--- config.mk ---
export PLATFORM = sky130hd
export DESIGN_NAME = ecc_err_mgr
export DESIGN_NICKNAME = d
export VERILOG_FILES = /design/src/rtl/ecc_err_pkg.sv /design/src/rtl/ecc_inject.sv /design/src/rtl/ecc_sbe_counter.sv /design/src/rtl/ecc_capture.sv /design/src/rtl/ecc_err_mgr.sv
export SDC_FILE = /design/constraint.sdc
export NUM_CORES = 1
export LEC_CHECK = 0
export BUFFER_PORTS_ARGS = -buffer_cell sky130_fd_sc_hd__buf_2
export CAP_MARGIN = 20
export CORE_MARGIN = 3
export CORE_UTILIZATION = 47
export CTS_CLUSTER_DIAMETER = 40
export DETAILED_ROUTE_END_ITERATION = 7
export PLACE_DENSITY = 0.89
export SYNTH_ARGS = -nofsm -noshare
export SYNTH_HDL_FRONTEND = slang
export SYNTH_SLANG_ARGS = --single-unit
export TNS_END_PERCENT = 1
--- constraint.sdc ---
create_clock -name clk -period 2.7 [get_ports clk]
set_clock_uncertainty 0.1 [all_clocks]
set_input_delay 0.27 -clock clk [delete_from_list [all_inputs] [get_ports clk]]
set_output_delay 0.27 -clock clk [all_outputs]
set_load 0.01 [all_outputs]
--- src/rtl/ecc_err_pkg.sv ---
package ecc_err_pkg;

    localparam int REG_W       = 32;
    localparam int INJ_EN_BIT  = 8;
    localparam int THR_LSB     = 16;
    localparam int THR_W       = 8;
    localparam int CAP_KIND_BIT = 8;

    localparam int A_INJ_HI   = 0;
    localparam int A_INJ_LO   = 1;
    localparam int A_INJ_CTL  = 2;
    localparam int A_STATUS   = 3;
    localparam int A_DISABLE  = 4;
    localparam int A_IRQ_EN   = 5;
    localparam int A_SBE_MGMT = 6;
    localparam int A_CAP_HI   = 7;
    localparam int A_CAP_LO   = 8;
    localparam int A_CAP_ATTR = 9;
    localparam int A_CAP_ADDR = 10;
    localparam int A_CAP_EXT  = 11;

    // bit 0: correctable, bit 1: uncorrectable
    typedef struct packed {
        logic mbe;
        logic sbe;
    } err_class_t;

    function automatic logic [REG_W-1:0] mgmt_word(input logic [THR_W-1:0] thr,
                                                   input logic [THR_W-1:0] cnt);
        logic [REG_W-1:0] w;
        w = '0;
        w[THR_LSB +: THR_W] = thr;
        w[THR_W-1:0]        = cnt;
        return w;
    endfunction

endpackage

--- src/rtl/ecc_inject.sv ---
module ecc_inject #(
    parameter int DATA_W = 64,
    parameter int CHK_W  = 8
) (
    input  logic              en,
    input  logic [DATA_W-1:0] mask_data,
    input  logic [CHK_W-1:0]  mask_chk,
    input  logic [DATA_W-1:0] data_in,
    input  logic [CHK_W-1:0]  chk_in,
    output logic [DATA_W-1:0] data_out,
    output logic [CHK_W-1:0]  chk_out
);
    always_comb begin
        data_out = data_in;
        chk_out  = chk_in;
        if (en) begin
            data_out = data_in ^ mask_data;
            chk_out  = chk_in ^ mask_chk;
        end
    end
endmodule

--- src/rtl/ecc_sbe_counter.sv ---
module ecc_sbe_counter #(
    parameter int CNT_W = 8
) (
    input  logic             clk,
    input  logic             rst,
    input  logic             hit,
    input  logic             clr,
    input  logic [CNT_W-1:0] thr,
    output logic             report,
    output logic [CNT_W-1:0] count
);
    logic [CNT_W:0] nxt;

    always_comb begin
        nxt    = {1'b0, count} + 1'b1;
        report = hit && (nxt >= {1'b0, thr});
    end

    always_ff @(posedge clk) begin
        if (rst) begin
            count <= '0;
        end else if (hit) begin
            count <= report ? '0 : nxt[CNT_W-1:0];
        end else if (clr) begin
            count <= '0;
        end
    end
endmodule

--- src/rtl/ecc_capture.sv ---
module ecc_capture #(
    parameter int DATA_W  = 64,
    parameter int CHK_W   = 8,
    parameter int MADDR_W = 40
) (
    input  logic               clk,
    input  logic               rst,
    input  logic               take,
    input  logic               kind_mbe,
    input  logic [DATA_W-1:0]  data,
    input  logic [CHK_W-1:0]   chk,
    input  logic [MADDR_W-1:0] addr,
    output logic [DATA_W-1:0]  cap_data,
    output logic [CHK_W-1:0]   cap_chk,
    output logic [MADDR_W-1:0] cap_addr,
    output logic               cap_mbe
);
    always_ff @(posedge clk) begin
        if (rst) begin
            cap_data <= '0;
            cap_chk  <= '0;
            cap_addr <= '0;
            cap_mbe  <= 1'b0;
        end else if (take) begin
            cap_data <= data;
            cap_chk  <= chk;
            cap_addr <= addr;
            cap_mbe  <= kind_mbe;
        end
    end
endmodule

--- src/rtl/ecc_err_mgr.sv ---
module ecc_err_mgr
    import ecc_err_pkg::*;
#(
    parameter int DATA_W  = 64,
    parameter int CHK_W   = 8,
    parameter int MADDR_W = 40,
    parameter int REG_AW  = 4
) (
    input  logic               clk,
    input  logic               rst,
    input  logic               reg_we,
    input  logic [REG_AW-1:0]  reg_addr,
    input  logic [31:0]        reg_wdata,
    output logic [31:0]        reg_rdata,
    input  logic [DATA_W-1:0]  wr_data_in,
    input  logic [CHK_W-1:0]   wr_chk_in,
    output logic [DATA_W-1:0]  wr_data_out,
    output logic [CHK_W-1:0]   wr_chk_out,
    input  logic               rd_valid,
    input  logic               rd_sbe,
    input  logic               rd_mbe,
    input  logic [DATA_W-1:0]  rd_data,
    input  logic [CHK_W-1:0]   rd_chk,
    input  logic [MADDR_W-1:0] rd_addr,
    output logic               irq
);
    localparam int HALF_W = DATA_W / 2;
    localparam int EXT_W  = MADDR_W - 32;

    logic [HALF_W-1:0] inj_hi_q, inj_lo_q;
    logic [CHK_W-1:0]  inj_chk_q;
    logic              inj_en_q;
    err_class_t        sts_q, dis_q, ien_q;
    logic [THR_W-1:0]  thr_q;
    logic [THR_W-1:0]  sbe_cnt;

    logic [DATA_W-1:0]  cap_data;
    logic [CHK_W-1:0]   cap_chk;
    logic [MADDR_W-1:0] cap_addr;
    logic               cap_mbe;

    logic       wr_sel_hi, wr_sel_lo, wr_sel_ctl, wr_sel_sts;
    logic       wr_sel_dis, wr_sel_ien, wr_sel_mgmt;
    logic       sbe_hit, mbe_hit, sbe_report, sbe_clr, cap_take;
    err_class_t sts_d;

    ecc_inject #(.DATA_W(DATA_W), .CHK_W(CHK_W)) u_inject (
        .en        (inj_en_q),
        .mask_data ({inj_hi_q, inj_lo_q}),
        .mask_chk  (inj_chk_q),
        .data_in   (wr_data_in),
        .chk_in    (wr_chk_in),
        .data_out  (wr_data_out),
        .chk_out   (wr_chk_out)
    );

    always_comb begin
        wr_sel_hi   = reg_we && (reg_addr == REG_AW'(A_INJ_HI));
        wr_sel_lo   = reg_we && (reg_addr == REG_AW'(A_INJ_LO));
        wr_sel_ctl  = reg_we && (reg_addr == REG_AW'(A_INJ_CTL));
        wr_sel_sts  = reg_we && (reg_addr == REG_AW'(A_STATUS));
        wr_sel_dis  = reg_we && (reg_addr == REG_AW'(A_DISABLE));
        wr_sel_ien  = reg_we && (reg_addr == REG_AW'(A_IRQ_EN));
        wr_sel_mgmt = reg_we && (reg_addr == REG_AW'(A_SBE_MGMT));
    end

    // error classification of the incoming beat
    always_comb begin
        sbe_hit  = rd_valid && rd_sbe && !dis_q.sbe;
        mbe_hit  = rd_valid && rd_mbe && !dis_q.mbe;
        sbe_clr  = wr_sel_sts && reg_wdata[0];
        cap_take = (sbe_report || mbe_hit) && !(sts_q.sbe || sts_q.mbe);
        sts_d.sbe = sbe_report || (sts_q.sbe && !(wr_sel_sts && reg_wdata[0]));
        sts_d.mbe = mbe_hit    || (sts_q.mbe && !(wr_sel_sts && reg_wdata[1]));
    end

    ecc_sbe_counter #(.CNT_W(THR_W)) u_sbe_cnt (
        .clk    (clk),
        .rst    (rst),
        .hit    (sbe_hit),
        .clr    (sbe_clr),
        .thr    (thr_q),
        .report (sbe_report),
        .count  (sbe_cnt)
    );

    ecc_capture #(.DATA_W(DATA_W), .CHK_W(CHK_W), .MADDR_W(MADDR_W)) u_capture (
        .clk      (clk),
        .rst      (rst),
        .take     (cap_take),
        .kind_mbe (mbe_hit),
        .data     (rd_data),
        .chk      (rd_chk),
        .addr     (rd_addr),
        .cap_data (cap_data),
        .cap_chk  (cap_chk),
        .cap_addr (cap_addr),
        .cap_mbe  (cap_mbe)
    );

    always_ff @(posedge clk) begin
        if (rst) begin
            inj_hi_q  <= '0;
            inj_lo_q  <= '0;
            inj_chk_q <= '0;
            inj_en_q  <= 1'b0;
            sts_q     <= '0;
            dis_q     <= '0;
            ien_q     <= '0;
            thr_q     <= '0;
        end else begin
            sts_q <= sts_d;
            if (wr_sel_hi)   inj_hi_q <= reg_wdata[HALF_W-1:0];
            if (wr_sel_lo)   inj_lo_q <= reg_wdata[HALF_W-1:0];
            if (wr_sel_ctl) begin
                inj_chk_q <= reg_wdata[CHK_W-1:0];
                inj_en_q  <= reg_wdata[INJ_EN_BIT];
            end
            if (wr_sel_dis)  dis_q <= reg_wdata[1:0];
            if (wr_sel_ien)  ien_q <= reg_wdata[1:0];
            if (wr_sel_mgmt) thr_q <= reg_wdata[THR_LSB +: THR_W];
        end
    end

    assign irq = (sts_q.sbe && ien_q.sbe) || (sts_q.mbe && ien_q.mbe);

    always_comb begin
        reg_rdata = '0;
        case (reg_addr)
            REG_AW'(A_INJ_HI):   reg_rdata = 32'(inj_hi_q);
            REG_AW'(A_INJ_LO):   reg_rdata = 32'(inj_lo_q);
            REG_AW'(A_INJ_CTL): begin
                reg_rdata[CHK_W-1:0]  = inj_chk_q;
                reg_rdata[INJ_EN_BIT] = inj_en_q;
            end
            REG_AW'(A_STATUS):   reg_rdata = 32'(sts_q);
            REG_AW'(A_DISABLE):  reg_rdata = 32'(dis_q);
            REG_AW'(A_IRQ_EN):   reg_rdata = 32'(ien_q);
            REG_AW'(A_SBE_MGMT): reg_rdata = mgmt_word(thr_q, sbe_cnt);
            REG_AW'(A_CAP_HI):   reg_rdata = 32'(cap_data[DATA_W-1:HALF_W]);
            REG_AW'(A_CAP_LO):   reg_rdata = 32'(cap_data[HALF_W-1:0]);
            REG_AW'(A_CAP_ATTR): begin
                reg_rdata[CHK_W-1:0]    = cap_chk;
                reg_rdata[CAP_KIND_BIT] = cap_mbe;
            end
            REG_AW'(A_CAP_ADDR): reg_rdata = cap_addr[31:0];
            REG_AW'(A_CAP_EXT):  reg_rdata = 32'(cap_addr[MADDR_W-1:32]);
            default:             reg_rdata = '0;
        endcase
    end

    localparam int EXT_CHECK = (EXT_W > 0 && EXT_W <= 32) ? 1 : 0;
    initial begin
        if (EXT_CHECK == 0) $error("MADDR_W must be between 33 and 64");
    end

endmodule

## After elaboration in Yosys (flattened, before gate mapping)

Cells that the tools add are included.

- Register bits: 208
- Bits of input ports: 226
- Logic and storage cells: 69

- Add/subtract/negate cells: 1
- Magnitude comparators: 1
- Equal/unequal tests: 11
- Mux-type cells: 7
- Bitwise gates (word level): 2
- Reductions and logical operators: 31

Operator list:

| operator | count |
|---|---|
| one-hot mux 23 bit (6 select lines) | 1 |
| one-hot mux 9 bit (12 select lines) | 1 |
| 2-to-1 mux 64 bit | 1 |
| XOR 64 bit | 1 |
| 2-to-1 mux 8 bit | 4 |
| logical AND 1 bit | 19 |
| == test 4 x 3 -> 1 bit, second input constant | 4 |
| == test 4 bit, second input constant | 4 |
| adder 8 x 1 -> 9 bit, second input constant | 1 |
| greater-or-equal comparator 9 x 8 -> 1 bit | 1 |
| == test 4 x 2 -> 1 bit, second input constant | 2 |
| XOR 8 bit | 1 |
| zero test 1 bit | 5 |
| logical OR 1 bit | 5 |
| == test 4 x 1 -> 1 bit, second input constant | 1 |
| zero test 4 bit | 1 |
| nonzero test 2 bit | 1 |

## Logic depth before layout (Yosys ltp)

Gate-level depths: netlist of run 1.

- Word-level depth: 6
- Gate-level depth with buffers: 13
- Depth with buffers taken out: 10

## Modules after synthesis

From an unflattened synthesis of run 1, not the netlist that was laid out.

- Cell total of the unflattened synthesis: 1199
- Area total of the unflattened synthesis: 10501.3 µm²

By module, submodules not included:

| module | instances | cells each | area an instance (µm²) |
|---|---|---|---|
| ecc_err_mgr | 1 | 605 | 4803.4 |
| ecc_capture | 1 | 365 | 4033.9 |
| ecc_inject | 1 | 152 | 991.0 |
| ecc_sbe_counter | 1 | 77 | 673.1 |

## Worst setup path before layout of run 1

Ideal clock, no wire load.

- Kind: register to register
- Start point: reg u_sbe_cnt.count[0]
- End point: reg u_capture.cap_addr[0]
- Data arrival time: 2664 ps
- Required time: 2528 ps
- Slack: -136 ps
- Stages on the path, launching flop included: 13
- Path buffers: 2
- Clock period less this slack: 2836 ps
- Path through: dfxtp_1 > ha_1 > and3_1 > nand3_1 > xnor2_1 > ha_1 > o21a_1 > o21ai_2 > or3_1 > o21ai_2 > buf_6 > buf_8 > mux2i_1

- Longest elaborated chain between the ends: 5

RTL lines:

| what | RTL line | text |
|---|---|---|
| from (decl) | ecc_sbe_counter.sv:10 | `output logic [CNT_W-1:0] count` |
| from (signal assigned) | ecc_sbe_counter.sv:23 | `count <= report ? '0 : nxt[CNT_W-1:0];` |
| adder 8 x 1 -> 9 bit | ecc_sbe_counter.sv:15 | `nxt = {1'b0, count} + 1'b1;` |
| greater-or-equal comparator 9 x 8 -> 1 bit | ecc_sbe_counter.sv:16 | `report = hit && (nxt >= {1'b0, thr});` |
| logical AND 1 bit | ecc_sbe_counter.sv:16 |  |
| logical OR 1 bit | ecc_err_mgr.sv:72 | `cap_take = (sbe_report \|\| mbe_hit) && !(sts_q.sbe \|\| sts_q.mbe);` |
| logical AND 1 bit | ecc_err_mgr.sv:72 |  |
| to (signal assigned) | ecc_capture.sv:27 | `cap_addr <= addr;` |
| to (decl) | ecc_capture.sv:15 | `output logic [MADDR_W-1:0] cap_addr,` |

Every way passes these cells.
A chain may end at the register's enable or synchronous reset.

## Worst setup path after layout of run 1

- Start point: reg u_sbe_cnt.count[0]
- End point: reg u_capture.cap_data[59]

- Longest elaborated chain between the ends: 5

RTL lines:

| what | RTL line | text |
|---|---|---|
| adder 8 x 1 -> 9 bit | ecc_sbe_counter.sv:15 |  |
| greater-or-equal comparator 9 x 8 -> 1 bit | ecc_sbe_counter.sv:16 |  |
| logical AND 1 bit | ecc_sbe_counter.sv:16 |  |
| logical OR 1 bit | ecc_err_mgr.sv:72 |  |
| logical AND 1 bit | ecc_err_mgr.sv:72 |  |
| to (signal assigned) | ecc_capture.sv:25 | `cap_data <= data;` |
| to (decl) | ecc_capture.sv:13 | `output logic [DATA_W-1:0] cap_data,` |

Every way passes these cells.

==> impl_results.md, run 1 <==
- IO Port Bufs: 330
- Req. time, crit path: 3.06 ns
- CP Capture Type: register
- CTS tree: yes
- Worst Hold Class: in2reg
- Failing checks: setup timing
- Iteration-0 DRC Markers: 1606
- Top FF cell, synth: dfxtp_1
- First-pass GRT wire length: 66500 µm
- Synth warnings: 0
- Number of synthesized flops with an enable pin: 0
- Die height: 155 µm
- DR vias/cell: 5.83
- Drt pass-1 iters: 6
- Routed wire per std cell: 21.1 µm
- WP data arrival: 3.20 ns
- Die width: 155 µm
- Syn avg cell area: 8.05 µm²
- Pint: 0.00621 W
- Sequential share of power: approximately two fifths
- Final WL: 43900 µm
- Crit-path slowest cell: dfxtp_4
- GPL Wtd Cong: 0.986
- Antenna-violating nets left: 0
- # IOs: 331
- Comb power frac: 15.2%
- Fin crit share: 105%
- Final setup margin: -0.137 ns
- # DRC: 0
- Fmax: 353 MHz
- Synth top area cells: dfxtp_1, nand2_1, mux2i_1
- Fin crit period: roughly 2.8 ns
- NetSw: ~0.0023 W
- Synth Instances: 1303
- NumNets Final: 2014
- Clock buffer depth: 3
- Crit-path leading delay family: simple AND/OR/NAND/NOR gates
- Largest net degree at the start of global routing: 121
- CTS Sinks: 208
- # rows: 54
- Core Area: around 22000 µm²
- Yosys top cell by area: dfxtp_1
- Status: finished, violations left
- Layout overhead on the synthesized area: 45.2%
- PD cells: 561 nW/µm²
- Initial Util: 47.9%
- Hold slack final: 0.0499 ns
- Post-Syn Nets: 1538
- Mapped Area: 10500 µm²
- Worst-Margin Slew: 0.938 ns
- Max incr delay on CP: 0.38 ns
- Peak supply drop: approximately 0.4 mV
- CP Cell Sequence: ha_4 > and3_4 > nand3_4 > xnor2_1 > ha_1 > o21a_1 > o21ai_2 > or3_4 > o21ai_4 > buf_6 > buf_12 > mux2i_4
- Crit path max fanout: 8
- HPWL Detailed: 27300 µm
- Vias: 12100
- Reg clk slew, reported paths: 0.06 ns
- Initial antenna violation count: 1
- Slew Limit Fails: 0
- Startpoint types: register
- H-tree levels: 1
- LEAKAGE: 6.35 nW
- Setup-failing EPs final: 111
- Yosys cell types: 52
- Critical path class: reg2reg
- Filler Cell Count: about 1600
- Clk pwr share: 45.7%
- Design Area, Final: roughly 15000 µm²
- Final hold vios: 0
- Vias in the first global route: 12400
- RSZ-0062 raised after global routing: true
- Seq cells post-synth: ~210
- Relative slew slack: 37.1%
- Sum Neg Setup Slack: -8.04 ns
- Num CTS Buffers: 30
- Post-place instance area: 12700 µm²
- Proportion of layout cells with a drive suffix above 1: 26.4%
- Root buffer cell: clkbuf_16
- GRT overflow: 0
- Switching Fraction: 27.3%
- Yosys top cell area share: 39.7%
- Crit path buffers/inverters: 2
- Die Area: ~24000 µm²
- Post-synthesis async set-or-reset flop share: 0%
- Worst skew pair latency: 0.53 ns
- Sequential fraction of the synthesis area: 39.7%
- GRT Util Overall: between 30% and 40%
- Max-cap viol count: 0
-- path summary, 6_finish.rpt --
| check | slack (ns) | to | depth (start not counted) | from |
|---|---|---|---|---|
| setup / recovery | -0.14 | u_capture.cap_data[59] | 12 | u_sbe_cnt.count[0] |
| hold / removal | 0.05 | sts_q[1] | 3 | rd_mbe |
| setup reg to reg | -0.14 | u_capture.cap_data[59] | 12 | u_sbe_cnt.count[0] |
| hold reg to reg | 0.36 | u_capture.cap_addr[18] | 2 | u_capture.cap_addr[18] |
-- layout make-up --
cell class / instances / area [µm²] / area share, %
multi-input combinational: 984 / 5880 / 38.6
sequential: 208 / 4170 / 27.4
timing repair buffer: 543 / 3780 / 24.8
clock buffer: 37 / 838 / 5.50
tap: 280 / 350 / 2.30
clock inverter: 17 / 164 / 1.08
inverter: 12 / 50.0 / 0.328
antenna: 2 / 5.00 / 0.0328
-- registers in the layout, summed over array words and instances, names as in the netlist --
register,cells
u_capture.cap_addr,40
inj_hi_q,32
inj_chk_q,8
inj_lo_q,32
thr_q,8
u_capture.cap_mbe,1
u_capture.cap_chk,8
inj_en_q,1
u_capture.cap_data,64
dis_q,2
u_sbe_cnt.count,8
sts_q,2
ien_q,2
-- cell usage after synthesis (3+ instances only) --
cell type,number
or2_1,3
dfxtp_1,208
nand2b_1,29
nor2_1,18
inv_1,12
clkbuf_1,66
a22oi_1,55
o21ai_0,6
ha_1,9
nand2_1,460
buf_2,19
o2111ai_1,6
a222oi_1,23
a221o_1,4
a21oi_1,90
buf_8,8
nand3_1,36
nor2b_1,3
a221oi_1,4
xnor2_1,77
o211ai_1,6
buf_4,4
mux2i_1,117
nor3_1,5
-- logic make-up after synthesis --
group           count (synthesis)  share of synthesized area (%)
compound gates                210                           13.7
xor+xnor                       78                           6.51
fa+ha+maj                       9                           1.07
buf+inv                       111                           5.27
flops                         208                           39.7
mux                           117                           11.2
simple gates                  570                           22.6
-- power by group through the flow --
stage	clock [W]	sequential, W	combinational, W
after global placement	0	0.00339	0.00101
after detailed placement	0	0.00339	0.00103
final	0.00390	0.00335	0.00130
after global routing	0.00405	0.00336	0.00137
after CTS	0.00389	0.00333	0.00124
after floorplan	0	0.00336	0.000607
-- per-layer routing --
layer / GRT usage (%) / vias up / wire length (µm)
li1: - / 5390 / -
met1: 41.1 / 5589 / 16100
met2: 56.2 / 930 / 20400
met3: 8.15 / 238 / 4670
met4: 19.5 / 0 / 2680
met5: 0 / - / 0
-- what timing repair did --
| action | CTS | global route |
|---|---|---|
| setup endpoints to repair | 93 | 117 |
| gates resized for setup | 6 | 9 |
| cloned | 2 | 1 |
| endpoints found under the hold margin | 194 | 0 |
| hold buffers | 144 | 0 |
| setup buffers | 1 | 0 |
| pin swaps | 3 | 3 |
-- tightest hold or removal path, stage by stage --
cell	delay [ns]
buf_2	0.10
nand3b_1	0.17
a21oi_1	0.09
-- metrics by stage --
step / utilization, % / total power (W) / std cells / setup slack [ns]
global route: 69.6 / 0.00878 / 2082 / -0.214
detailed placement: 57.9 / 0.00443 / 1880 / -0.0920
floorplan: - / 0.00396 / 1303 / 0.0197
finish: 69.6 / 0.00855 / 2083 / -0.137
CTS: 69.4 / 0.00847 / 2081 / -0.0576
global placement: 57.9 / 0.00440 / 1880 / 0.0197
-- cell usage in the layout (no fill, tap or decap), types with 8 or more instances in the layout --
cell and count:
inv_1 11, xnor2_1 77, ha_1 8, nand2_1 460, clkbuf_16 32, dlygate4sd3_1 144, a21oi_1 90, inv_6 8
nand3_1 34, a222oi_1 23, buf_2 329, nor2_1 14, buf_4 56, nand2b_1 29, dfxtp_1 205, a22oi_1 55
buf_12 8, mux2i_1 115
(Power assumes the default switching activity.)
==> run 2: changes to the inputs <==
Settings changed: CORE_UTILIZATION 47 to 52, PLACE_DENSITY 0.89 to 0.93.
Clock period 2.7 ns to 2.8 ns, I/O delays scaled along.
==> run 2 against run 1 <==
  * The run ends with DRC, setup timing left
  * Core utilization increased by 9.8 points
  * Count of clock-buffer cells in the layout unchanged
  * Non-clock buffer count increased by 8
  * Sequential power decreased by 4%
  * Maximum frequency decreased by 5.4%
  * Critical path depth increased by 2
  * Routed wire length increased by 3.6%
  * Critical endpoint is now u_capture.cap_chk[4]
  * Highest routed layer is now met5
==> impl_results.md, run 2 (synthesis results as in run 1) <==
- Failing checks: DRC, setup timing (was setup timing)
- Sum Neg Setup Slack: -11.81 ns (was -8.04 ns)
- Initial antenna violation count: 3 (was 1)
- PD cells: 553 nW/µm² (was 561 nW/µm²)
- Max-cap viol count: 0 (unchanged)
- Worst R2R End: u_capture.cap_chk[4] (was u_capture.cap_data[59])
- Worst skew pair latency: 0.55 ns (was 0.53 ns)
- Largest net degree at the start of global routing: 93 (was 121)
- Most common cell after layout, fill and taps aside: nand2_1 (unchanged)
- Reg with most FFs: u_capture.cap_data (unchanged)
- Die height: 148 µm (was 155 µm)
- Final WL: 45400 µm (was 43900 µm)
- Fin crit share: 107% (was 105%)
- Worst Setup SP: u_sbe_cnt.count[0] (unchanged)
- Critical path class: reg2reg (unchanged)
- LEAKAGE: 6.50 nW (was 6.35 nW)
- Slew Limit Fails: 0 (unchanged)
- Hold_sp: rd_valid (was rd_mbe)
- Vias: 12700 (was 12100)
- Status: finished, violations left (unchanged)
- H-tree levels: 1 (unchanged)
- Layout overhead on the synthesized area: 48.7% (was 45.2%)
- R2r worst-path depth: 14 (was 12)
- Clk pwr share: 46.5% (was 45.7%)
- Req. time, crit path: 3.16 ns (was 3.06 ns)
- NetSw: 0.00231 W (was 0.00233 W)
- Proportion of layout cells with a drive suffix above 1: 27.3% (was 26.4%)
- Core Area: 19700 µm² (was 21900 µm²)
- Root buffer cell: clkbuf_16 (unchanged)
- # DRC: 12 (was 0)
- Drt pass-1 iters: 8 (was 6)
- Antenna-violating nets left: 0 (unchanged)
- Filler Cell Count: 1140 (was 1562)
- Worst reg-to-reg setup slack: -0.20 ns (was -0.14 ns)
- WP data arrival: 3.36 ns (was 3.20 ns)
- Final core occ: 79.4% (was 69.6%)
- Worst-Margin Slew: 0.966 ns (was 0.938 ns)
- Largest regs: u_capture.cap_data x64, u_capture.cap_addr x40 (unchanged)
- GRT Util Overall: 37.6% (was 34.3%)
- Startpoint types: register (unchanged)
- NumNets Final: 2022 (was 2014)
- Inst Count DP: 1853 (was 1880)
- Commonest cells after routing, fill and taps aside: nand2_1, buf_2, dfxtp_1 (unchanged)
- Switching Fraction: 26.8% (was 27.3%)
- CTS Sinks: 208 (unchanged)
- Pint: 0.00632 W (was 0.00621 W)
- FF/Latch Area: 4170 µm² (unchanged)
- CP Capture Type: register (unchanged)
- Peak supply drop: 0.432 mV (was 0.410 mV)
- RSZ-0062 raised after global routing: true (unchanged)
- Area of the multi-input gates: 5940 µm² (was 5880 µm²)
- Routed wire per std cell: 21.9 µm (was 21.1 µm)
- Fin crit period: 3.00 ns (was 2.84 ns)
- Final hold vios: 0 (unchanged)
- DR vias/cell: 6.10 (was 5.83)
- Fmax: 333 MHz (was 353 MHz)
- Clock buffer depth: 3 (unchanged)
- Worst slack, placed: -0.0607 ns (was -0.0920 ns)
- Num CTS Buffers: 30 (unchanged)
- Vias in the first global route: 12500 (was 12400)
- Reg clk slew, reported paths: 0.06 ns (about the same)
- Relative slew slack: 35.1% (was 37.1%)
- GRT overflow: 0 (unchanged)
- Worst Hold Class: in2reg (unchanged)
- Total power: 0.00863 W (was 0.00855 W)
- CTS tree: yes (unchanged)
- Final setup margin: -0.199 ns (was -0.137 ns)
- Hold Path Cell Cnt: 3 (unchanged)
- # IOs: 331 (unchanged)
- Iteration-0 DRC Markers: 1774 (was 1606)
- IO Port Bufs: 330 (unchanged)
- R2r startpoint: u_sbe_cnt.count[0] (unchanged)
- Sequential share of power: 37.4% (was 39.2%)
- Setup-failing EPs final: 120 (was 111)
- GPL Wtd Cong: 0.983 (was 0.986)
- HPWL Detailed: 26300 µm (was 27300 µm)
- Final std cells w/o fill: 2077 (was 2083)
- Initial Util: 53.4% (was 47.9%)
- Comb power frac: 16.1% (was 15.2%)
- First-pass GRT wire length: 66200 µm (was 66500 µm)
- Die Area: 21900 µm² (was 24200 µm²)
- # rows: 51 (was 54)
- Largest register FFs: 64 (unchanged)
- Crit path max fanout: 6 (was 8)
- Worst Hold End: sts_q[1] (unchanged)
- Die width: 148 µm (was 155 µm)
run 2: cell types whose count changed in the layout (fill, tap and decap cells not counted), moves of 4 or more:
cell / previous run / this run
buf_16: 2 / 6
mux2i_2: 1 / 5
buf_8: 0 / 4
inv_6: 8 / 4
buf_4: 56 / 46
buf_6: 3 / 8
clkbuf_16: 32 / 37
mux2i_1: 115 / 108
run 2: routing by layer:
layer  track usage [%]  wire length (µm)
met1              42.6             15100
met2              62.7             20700
met3              11.0              6070
met4              22.5              3510
met5                 0                24
run 2: worst max path at each step:
stage | cells after the start | slack, ns | end
after floorplan | 12 | 0.01 | u_capture.cap_addr[0]
after global placement | 12 | 0.02 | u_capture.cap_data[24]
after detailed placement | 12 | -0.06 | u_capture.cap_data[0]
after CTS | 13 | 0.006 | u_capture.cap_addr[36]
after global routing | 14 | -0.31 | u_capture.cap_chk[4]
final | 14 | -0.20 | u_capture.cap_chk[4]
run 2: repair_timing:
| item | CTS | global route |
|---|---|---|
| setup buffers | 5 | 7 |
| hold endpoints to repair | 196 | 0 |
| setup endpoints to repair | 95 | 118 |
| hold buffers | 146 | 0 |
| gates resized for setup | 12 | 37 |
| cloned | 4 | 6 |
| pin swaps | 4 | 5 |
run 2: power groups by stage:
stage	sequential, W	clock (W)	combinational, W
final	0.00323	0.00402	0.00139
after global routing	0.00324	0.00411	0.00145
after CTS	0.00321	0.00397	0.00121
after detailed placement	0.00327	0	0.000971
after global placement	0.00327	0	0.000948
after floorplan	0.00324	0	0.000585
run 2: metrics by stage:
stage / area, µm² / hold WS (ns)
after floorplan: 10500 / 0.316
after global placement: 12500 / 0.341
after detailed placement: 12500 / 0.348
after CTS: 15300 / 0.000390
after global routing: 15600 / 0.0143
final: 15600 / 0.0288
run 2: critical path, stage by stage (launching register included):
cell	delay, ns
dfxtp_2	0.35
buf_4	0.11
buf_4	0.15
nand3_1	0.15
nor2_1	0.18
xnor2_1	0.20
inv_1	0.08
ha_1	0.30
o21ai_2	0.06
or3_4	0.34
o21ai_4	0.18
buf_6	0.14
buf_12	0.17
buf_16	0.15
mux2i_4	0.26
run 2: area by class of cell:
cell class / instances / share of cell area, %
antenna: 1 / 0.0160
clock buffer: 37 / 5.31
clock inverter: 19 / 1.56
inverter: 12 / 0.321
multi-input combinational: 984 / 38.1
sequential: 208 / 26.7
tap: 265 / 2.12
timing repair buffer: 551 / 25.9
